--- src/rtl/echo_probe_pkg.sv ---
package echo_probe_pkg;
  localparam int SAMPLE_W = 8;
  localparam int TIME_W   = 8;
  localparam int PW_W     = 3;

  typedef logic signed [SAMPLE_W-1:0] sample_t;
  typedef logic [TIME_W-1:0]          tick_t;

  // true when a is a better extreme than b for the chosen polarity
  function automatic logic beats(input logic min_mode, input sample_t a, input sample_t b);
    return min_mode ? (a < b) : (a > b);
  endfunction

  // starting value of the running extreme for a polarity
  function automatic sample_t peak_seed(input logic min_mode);
    sample_t s;
    s = '0;
    s[SAMPLE_W-1] = ~min_mode;
    for (int i = 0; i < SAMPLE_W-1; i++) s[i] = min_mode;
    return s;
  endfunction

  function automatic logic in_range(input tick_t t, input tick_t lo, input tick_t hi);
    return (t >= lo) && (t <= hi);
  endfunction
endpackage

--- src/rtl/ep_pulse_gen.sv ---
module ep_pulse_gen
  import echo_probe_pkg::*;
#(
  parameter int WIDTH_W = PW_W
) (
  input  logic               clk,
  input  logic               rst_n,
  input  logic               en_i,
  input  logic               start_i,
  input  logic               busy_i,
  input  logic [WIDTH_W-1:0] width_i,
  output logic               drive_o
);
  logic [WIDTH_W-1:0] left_q;

  always_ff @(posedge clk or negedge rst_n) begin
    if (!rst_n)            left_q <= '0;
    else if (start_i)      left_q <= width_i;
    else if (!en_i)        left_q <= '0;
    else if (left_q != '0) left_q <= left_q - 1'b1;
  end

  assign drive_o = (left_q != '0) && busy_i && en_i;

  AST_PULSE_LAUNCH: assert property (@(posedge clk) disable iff (!rst_n)
    (start_i && width_i != '0) |=> (drive_o || !en_i)) else $error("pulse not launched");
  AST_PULSE_ZERO: assert property (@(posedge clk) disable iff (!rst_n)
    (start_i && width_i == '0) |=> !drive_o) else $error("zero width drove");
endmodule

--- src/rtl/ep_sample_timer.sv ---
module ep_sample_timer
  import echo_probe_pkg::*;
(
  input  logic  clk,
  input  logic  rst_n,
  input  logic  en_i,
  input  logic  start_i,
  input  tick_t win_lo_i,
  input  tick_t win_hi_i,
  output tick_t timer_o,
  output logic  busy_o,
  output logic  done_o,
  output logic  in_win_o,
  output logic  last_o
);
  tick_t timer_q;
  logic  busy_q, done_q;

  assign last_o   = busy_q && (timer_q == win_hi_i);
  assign in_win_o = busy_q && en_i && in_range(timer_q, win_lo_i, win_hi_i);

  always_ff @(posedge clk or negedge rst_n) begin
    if (!rst_n) begin
      timer_q <= '0;
      busy_q  <= 1'b0;
      done_q  <= 1'b0;
    end else if (start_i) begin
      timer_q <= '0;
      busy_q  <= 1'b1;
      done_q  <= 1'b0;
    end else if (!en_i) begin
      busy_q  <= 1'b0;
    end else if (busy_q) begin
      if (last_o) begin
        busy_q <= 1'b0;
        done_q <= 1'b1;
      end else begin
        timer_q <= timer_q + 1'b1;
      end
    end
  end

  assign timer_o = timer_q;
  assign busy_o  = busy_q;
  assign done_o  = done_q;

  AST_IDLE_STOPS: assert property (@(posedge clk) disable iff (!rst_n)
    !en_i |=> !busy_q) else $error("ran while disabled");
  AST_TIMER_STEP: assert property (@(posedge clk) disable iff (!rst_n)
    (en_i && busy_q && !last_o && !start_i) |=> (busy_q && timer_q == $past(timer_q) + 1'b1))
    else $error("timer step or restart");
  AST_DONE_FREEZE: assert property (@(posedge clk) disable iff (!rst_n)
    (done_q && !start_i) |=> (done_q && $stable(timer_q))) else $error("timer moved after done");
  AST_LAUNCH_CLEARS: assert property (@(posedge clk) disable iff (!rst_n)
    start_i |=> (!done_q && timer_q == '0)) else $error("launch did not clear");
endmodule

--- src/rtl/ep_extreme_tracker.sv ---
module ep_extreme_tracker
  import echo_probe_pkg::*;
(
  input  logic    clk,
  input  logic    rst_n,
  input  logic    start_i,
  input  logic    min_mode_i,
  input  logic    tick_i,
  input  tick_t   timer_i,
  input  sample_t sample_i,
  input  sample_t thresh_i,
  output sample_t peak_o,
  output tick_t   peak_time_o,
  output tick_t   cross_time_o,
  output logic    found_o
);
  sample_t peak_q;
  tick_t   ptime_q, ctime_q;
  logic    seen_q, found_q, min_q;
  logic    peak_upd, cross_hit;

  assign peak_upd  = tick_i && (!seen_q || beats(min_q, sample_i, peak_q));
  assign cross_hit = tick_i && !found_q && beats(min_q, sample_i, thresh_i);

  always_ff @(posedge clk or negedge rst_n) begin
    if (!rst_n) begin
      peak_q  <= '0;
      ptime_q <= '0;
      ctime_q <= '0;
      seen_q  <= 1'b0;
      found_q <= 1'b0;
      min_q   <= 1'b0;
    end else if (start_i) begin
      peak_q  <= peak_seed(min_mode_i);
      ptime_q <= '0;
      ctime_q <= '0;
      seen_q  <= 1'b0;
      found_q <= 1'b0;
      min_q   <= min_mode_i;
    end else begin
      if (peak_upd) begin
        peak_q  <= sample_i;
        ptime_q <= timer_i;
        seen_q  <= 1'b1;
      end
      if (cross_hit) begin
        ctime_q <= timer_i;
        found_q <= 1'b1;
      end
    end
  end

  assign peak_o       = peak_q;
  assign peak_time_o  = ptime_q;
  assign cross_time_o = ctime_q;
  assign found_o      = found_q;

  AST_PEAK_MONO_MAX: assert property (@(posedge clk) disable iff (!rst_n)
    (!start_i && !min_q && seen_q) |=> (peak_q >= $past(peak_q))) else $error("max peak fell");
  AST_PEAK_MONO_MIN: assert property (@(posedge clk) disable iff (!rst_n)
    (!start_i && min_q && seen_q) |=> (peak_q <= $past(peak_q))) else $error("min peak rose");
  AST_TIE_KEEPS_TIME: assert property (@(posedge clk) disable iff (!rst_n)
    (!start_i && seen_q && tick_i && sample_i == peak_q) |=> $stable(ptime_q)) else $error("tie moved time");
  AST_FOUND_STICKY: assert property (@(posedge clk) disable iff (!rst_n)
    (found_q && !start_i) |=> (found_q && $stable(ctime_q))) else $error("crossing lost");
endmodule

--- src/rtl/echo_probe_top.sv ---
module echo_probe_top
  import echo_probe_pkg::*;
(
  input  logic                clk,
  input  logic                rst_n,
  input  logic                en_i,
  input  logic                send_i,
  input  logic [PW_W-1:0]     width_i,
  input  logic                fast_i,
  input  logic                tx_sel_i,
  input  logic                mon_sel_i,
  input  logic                min_i,
  input  logic [TIME_W-1:0]   win_lo_i,
  input  logic [TIME_W-1:0]   win_hi_i,
  input  logic [SAMPLE_W-1:0] thresh_i,
  input  logic [SAMPLE_W-1:0] sample_i,
  output logic                takeover_o,
  output logic                drive_link_o,
  output logic                drive_data_o,
  output logic                tx_pair_o,
  output logic                mon_pair_o,
  output logic                busy_o,
  output logic                done_o,
  output logic [SAMPLE_W-1:0] peak_o,
  output logic [TIME_W-1:0]   peak_time_o,
  output logic                found_o,
  output logic [TIME_W-1:0]   cross_time_o
);
  logic    launch, busy, done, in_win, last, drive;
  tick_t   timer;
  sample_t peak, samp, thr;

  assign launch = en_i && send_i && !busy;
  assign samp   = sample_t'(sample_i);
  assign thr    = sample_t'(thresh_i);

  ep_sample_timer u_timer (
    .clk(clk), .rst_n(rst_n), .en_i(en_i), .start_i(launch),
    .win_lo_i(win_lo_i), .win_hi_i(win_hi_i), .timer_o(timer),
    .busy_o(busy), .done_o(done), .in_win_o(in_win), .last_o(last)
  );

  ep_pulse_gen #(.WIDTH_W(PW_W)) u_pulse (
    .clk(clk), .rst_n(rst_n), .en_i(en_i), .start_i(launch),
    .busy_i(busy), .width_i(width_i), .drive_o(drive)
  );

  ep_extreme_tracker u_track (
    .clk(clk), .rst_n(rst_n), .start_i(launch), .min_mode_i(min_i),
    .tick_i(in_win), .timer_i(timer), .sample_i(samp), .thresh_i(thr),
    .peak_o(peak), .peak_time_o(peak_time_o), .cross_time_o(cross_time_o),
    .found_o(found_o)
  );

  assign takeover_o   = en_i;
  assign drive_link_o = drive && !fast_i;
  assign drive_data_o = drive && fast_i;
  assign tx_pair_o    = en_i && tx_sel_i;
  assign mon_pair_o   = en_i && mon_sel_i;
  assign busy_o       = busy;
  assign done_o       = done;
  assign peak_o       = peak;

  AST_ONE_DRIVER: assert property (@(posedge clk) disable iff (!rst_n)
    $onehot0({drive_link_o, drive_data_o})) else $error("both drivers active");
  AST_DRIVE_IN_RUN: assert property (@(posedge clk) disable iff (!rst_n)
    (drive_link_o || drive_data_o) |-> (busy_o && en_i)) else $error("drive outside run");
  AST_LAST_ENDS: assert property (@(posedge clk) disable iff (!rst_n)
    (last && en_i && !launch) |=> (done_o && !busy_o)) else $error("run did not end");
endmodule

--- config.mk ---
export PLATFORM = sky130hd
export DESIGN_NAME = echo_probe_top
export DESIGN_NICKNAME = d
export VERILOG_FILES = /design/src/rtl/echo_probe_pkg.sv /design/src/rtl/ep_pulse_gen.sv /design/src/rtl/ep_sample_timer.sv /design/src/rtl/ep_extreme_tracker.sv /design/src/rtl/echo_probe_top.sv
export SDC_FILE = /design/constraint.sdc
export NUM_CORES = 1
export LEC_CHECK = 0
export ABC_AREA = 1
export BUFFER_PORTS_ARGS = -buffer_cell sky130_fd_sc_hd__buf_2
export CAP_MARGIN = 20
export CORE_ASPECT_RATIO = 0.8
export CORE_MARGIN = 5
export CORE_UTILIZATION = 54
export CTS_CLUSTER_SIZE = 8
export DETAILED_ROUTE_END_ITERATION = 7
export GPL_TIMING_DRIVEN = 0
export PLACE_DENSITY_LB_ADDON = 0.1
export SLEW_MARGIN = 20
export SYNTH_ARGS = -nofsm -noshare
export SYNTH_HDL_FRONTEND = slang
export SYNTH_HIERARCHICAL = 1
export SYNTH_SLANG_ARGS = --single-unit
--- constraint.sdc ---
create_clock -name clk -period 2.87 [get_ports clk]
set_input_delay 0.1435 -clock clk [delete_from_list [all_inputs] [get_ports clk]]
set_output_delay 0.1435 -clock clk [all_outputs]
set_load 0.1 [all_outputs]
==> metrics list <==
- Cell Count Post-Placement: 572
* Maximum Capacitance Violations: 0
- Avg Synthesized Cell Area: 7.242 sq um
* RSZ-0062 raised after global routing: false
- Number of nets in the layout: 579
- Summed over all cells, the static leakage comes to 2.223 nW.
* Die Height: 77.13 microns
* Total of endpoints with negative setup slack in the final report: 0
* Commonest non-fill, non-tap cell in the layout: sky130_fd_sc_hd__nand2_1
* Number of antenna violations at the first check in global routing: 0
- sky130_fd_sc_hd__dfrtp_1 takes more of the synthesized area than any other cell.
- Counting distinct cell types in the post-synthesis netlist gives 30.
- Post-route standard cell area excluding fillers: 3593 sq um
* Synthesis warning total: 6
* Port Buf Inserts: 74
* Area growth from synthesis to layout: 18.14%
* Die ar.: 7243 sq um
* Number of enable flip-flop cells after synthesis: 0
- Root buf cell: sky130_fd_sc_hd__clkbuf_8
- The critical path ends at u_track/cross_time_o[0].
- Classification of the worst setup path: flip-flop to flip-flop
* Area of the core: 5465 sq um
- Fraction of post-synthesis cell area in the top cell type by area: 0.3291
- The count of nets left with antenna violations once routing finished came out at 0.
- Aggregate global-route resource usage: 0.2104
* Remaining routing DRC violations: 0
* Buffer count from post-CTS setup fixing: 0
* Worst slew margin: 0.4039
* Maximum fanout count along the critical path: 9
* Ys flop type: sky130_fd_sc_hd__dfrtp_1
- Startpoint of the worst-slack reg-to-reg timing path: u_timer/timer_o[5]
- Number of cells traversed by the worst register-to-register path: 12
- Shortest period the worst path allows: 2.519 ns
* Synth async-reset ratio: 1.000
* Clock Latency Late Sink: 0.29 ns
- The number of pins with negative max-slew slack in the final report is 0.
- No sink is reached through more buffers than the 2 on the longest clock path.
- The finished layout holds 579 standard cells, fillers aside.
* Level count of the clock H-tree: 2
- Total number of vias: 2821
- Number of nets in the synthesized netlist: 498
- Run status: finished, violations left
* WP data required: 3.05 ns
- Violations in the final reports: hold timing
- TritonCTS built the clock tree.
* Quantity of hold-fixing buffers added after cts: 0
- Portion of the post-synthesis area used by sequential elements: 0.3291
* Cells after synthesis: 420
* Critical path startpoint: u_timer/timer_o[5]
* FF+latch count, synth: 40
- WP data arrival: 2.70 ns
* R2R Path End: u_track/cross_time_o[0]
- After synthesis, the cell types taking the most area are sky130_fd_sc_hd__dfrtp_1, sky130_fd_sc_hd__nand2_1, sky130_fd_sc_hd__ha_1.
- Capturing element type of the critical path: flip-flop
- The placed instances occupy a cell area of 3512 sq um.
- Clock buffer count from CTS: 5
* Final wirelength: 7.225 mm
- Commonest non-fill, non-tap cells in the layout: sky130_fd_sc_hd__nand2_1, sky130_fd_sc_hd__buf_2, sky130_fd_sc_hd__inv_1
- The pre-antenna-repair detailed-routing pass consisted of 4 iterations.
* Horizontal extent of the die: 93.91 microns
- Initial DRC count: 147
- Fraction of the cycle the final worst path needs: 0.8777
- The number of hold-slack violations in the final timing report came to 40.
- Pin placement for this block handled 75 I/O pins.
- Count of clock tree sinks: 40
* Worst slack on hold paths: -0.02727 ns
* Half-perimeter wire length after detailed placement: 5.636 mm
- The repair_antennas step left the layout with diodes totalling 0.
- Worst-Margin Slew: 0.8942 ns
* Global placement routability congestion: 0.8520
* Pwr Density: 502.7 nW/um^2
* Effective utilization at floorplan: 0.5565
* Pin count of the biggest net entering global routing: 41
- The initialized floorplan defines 24 standard-cell rows.
- Total standard cell area after synthesis: 3042 sq um
- Dividing the detail-routed via count by the number of cells gives 4.872.
- Number of global-route vias before repair: 2700
* Post-cts sizing count: 0
- After clock tree synthesis, the clock-pin slew on the worst setup and hold paths is 0.08 ns.
- The worst hold path belongs to the class input pin to asynchronous set/reset pin.
* First-pass GRT wire length: 12.29 mm
- Highest attainable clock frequency: 397.0 MHz
- The setup check on the worst reg-to-reg path leaves a slack of 0.35 ns.
- The clock arrives with 0.003222 ns of skew.
- The worst setup path is launched from a flip-flop.
- Peak supply drop: 0.3997 mV
- In the final layout, the share of cells above drive strength 1 is 0.2495.
- After filler insertion, the fill cell instance count of the layout stands at 519.
* Sum of overflow across all layers after global routing: 0
* Wire length per cell: 12.48 microns
- Total Negative Setup Slacks: 0 ns
-- layer usage --
layer / wire length [microns] / share of wire / GRT usage
met5: 0 / 0 / 0
met2: 3232 / 0.45 / 0.3281
met1: 3461 / 0.48 / 0.3043
met4: 32 / 0.0044 / 0.04329
met3: 499 / 0.069 / 0.03816
-- sequential cells by signal, indices dropped and copies added, names as in the netlist --
| signal | flops |
|---|---|
| u_track/peak_time_o | 8 |
| u_track/peak_o | 8 |
| u_track/min_q | 1 |
| u_track/found_o | 1 |
| u_pulse/left_q | 3 |
| u_timer/busy_o | 1 |
| u_timer/done_o | 1 |
| u_track/seen_q | 1 |
| u_track/cross_time_o | 8 |
| u_timer/timer_o | 8 |
-- final cells by class --
type	count	area, sq um	share of cell area
Multi-Input combinational cell	293	1689	0.4701
Sequential cell	40	1001	0.2786
Timing Repair Buffer	74	370.4	0.1031
Inverter	81	317.8	0.08844
Tap cell	78	97.59	0.02716
Clock buffer	5	68.82	0.01915
Buffer	6	36.28	0.01010
Clock inverter	2	12.51	0.003482
-- power breakdown --
group | total, mW | switching [mW] | internal, mW
Clock | 0.361 | 0.197 | 0.165
Sequential | 0.678 | 0.0562 | 0.621
Combinational | 0.767 | 0.558 | 0.210
Total | 1.81 | 0.811 | 0.996
-- synth_stat cells, types with 2 or more instances --
cell type and number:
sky130_fd_sc_hd__a21oi_2 3, sky130_fd_sc_hd__inv_1 75, sky130_fd_sc_hd__dfrtp_1 40, sky130_fd_sc_hd__nor2_4 4, sky130_fd_sc_hd__a21oi_4 2, sky130_fd_sc_hd__nor2_2 5, sky130_fd_sc_hd__a21oi_1 10, sky130_fd_sc_hd__clkbuf_1 2
sky130_fd_sc_hd__inv_2 5, sky130_fd_sc_hd__nand3_1 44, sky130_fd_sc_hd__nand4_1 9, sky130_fd_sc_hd__o21ai_2 5, sky130_fd_sc_hd__o21ai_0 4, sky130_fd_sc_hd__nor2_1 27, sky130_fd_sc_hd__o21bai_1 2, sky130_fd_sc_hd__buf_2 2
sky130_fd_sc_hd__nand2_2 8, sky130_fd_sc_hd__nand2_4 2, sky130_fd_sc_hd__nand2_1 126, sky130_fd_sc_hd__ha_1 35
-- stage by stage --
stage                     setup slack [ns]  power, mW    util
after floorplan                     0.2047      1.289       -
after global placement              0.3986      1.437  0.6422
after detailed placement            0.3926      1.458  0.6426
after CTS                           0.3758      1.827  0.6575
after global routing                0.1767      1.948  0.6575
final                               0.3509      1.806  0.6575
-- worst min path at each step --
stage	slack, ns	cells past startpoint	end
floorplan	-0.15	0	u_pulse/left_q[0]
detailed placement	0.32	1	u_timer/timer_o[5]
finish	-0.03	1	u_timer/timer_o[4]
CTS	0.001	1	u_timer/timer_o[5]
global route	0.05	1	u_track/peak_o[2]
global placement	0.33	1	u_timer/timer_o[5]
-- worst max-delay path, stage by stage (launching register included) --
cell,delay [ns]
sky130_fd_sc_hd__dfrtp_1,0.49
sky130_fd_sc_hd__ha_1,0.35
sky130_fd_sc_hd__nand2_1,0.09
sky130_fd_sc_hd__nor2_4,0.17
sky130_fd_sc_hd__nand2_2,0.10
sky130_fd_sc_hd__inv_2,0.09
sky130_fd_sc_hd__a21oi_1,0.04
sky130_fd_sc_hd__nor2_1,0.34
sky130_fd_sc_hd__nand2_1,0.15
sky130_fd_sc_hd__a21oi_4,0.29
sky130_fd_sc_hd__nand2_4,0.15
sky130_fd_sc_hd__nand3_1,0.11
sky130_fd_sc_hd__nand2_1,0.05
-- cells by family after synthesis --
| kind of cell | after synthesis | synth area share |
|---|---|---|
| adders and majority gates | 35 | 0.1440 |
| and+or+nand+nor | 227 | 0.3340 |
| AOI/OAI and AO/OA | 31 | 0.07651 |
| buffers and inverters | 87 | 0.1164 |
| DFF | 40 | 0.3291 |
No activity file was read; power rests on OpenSTA's default activity.
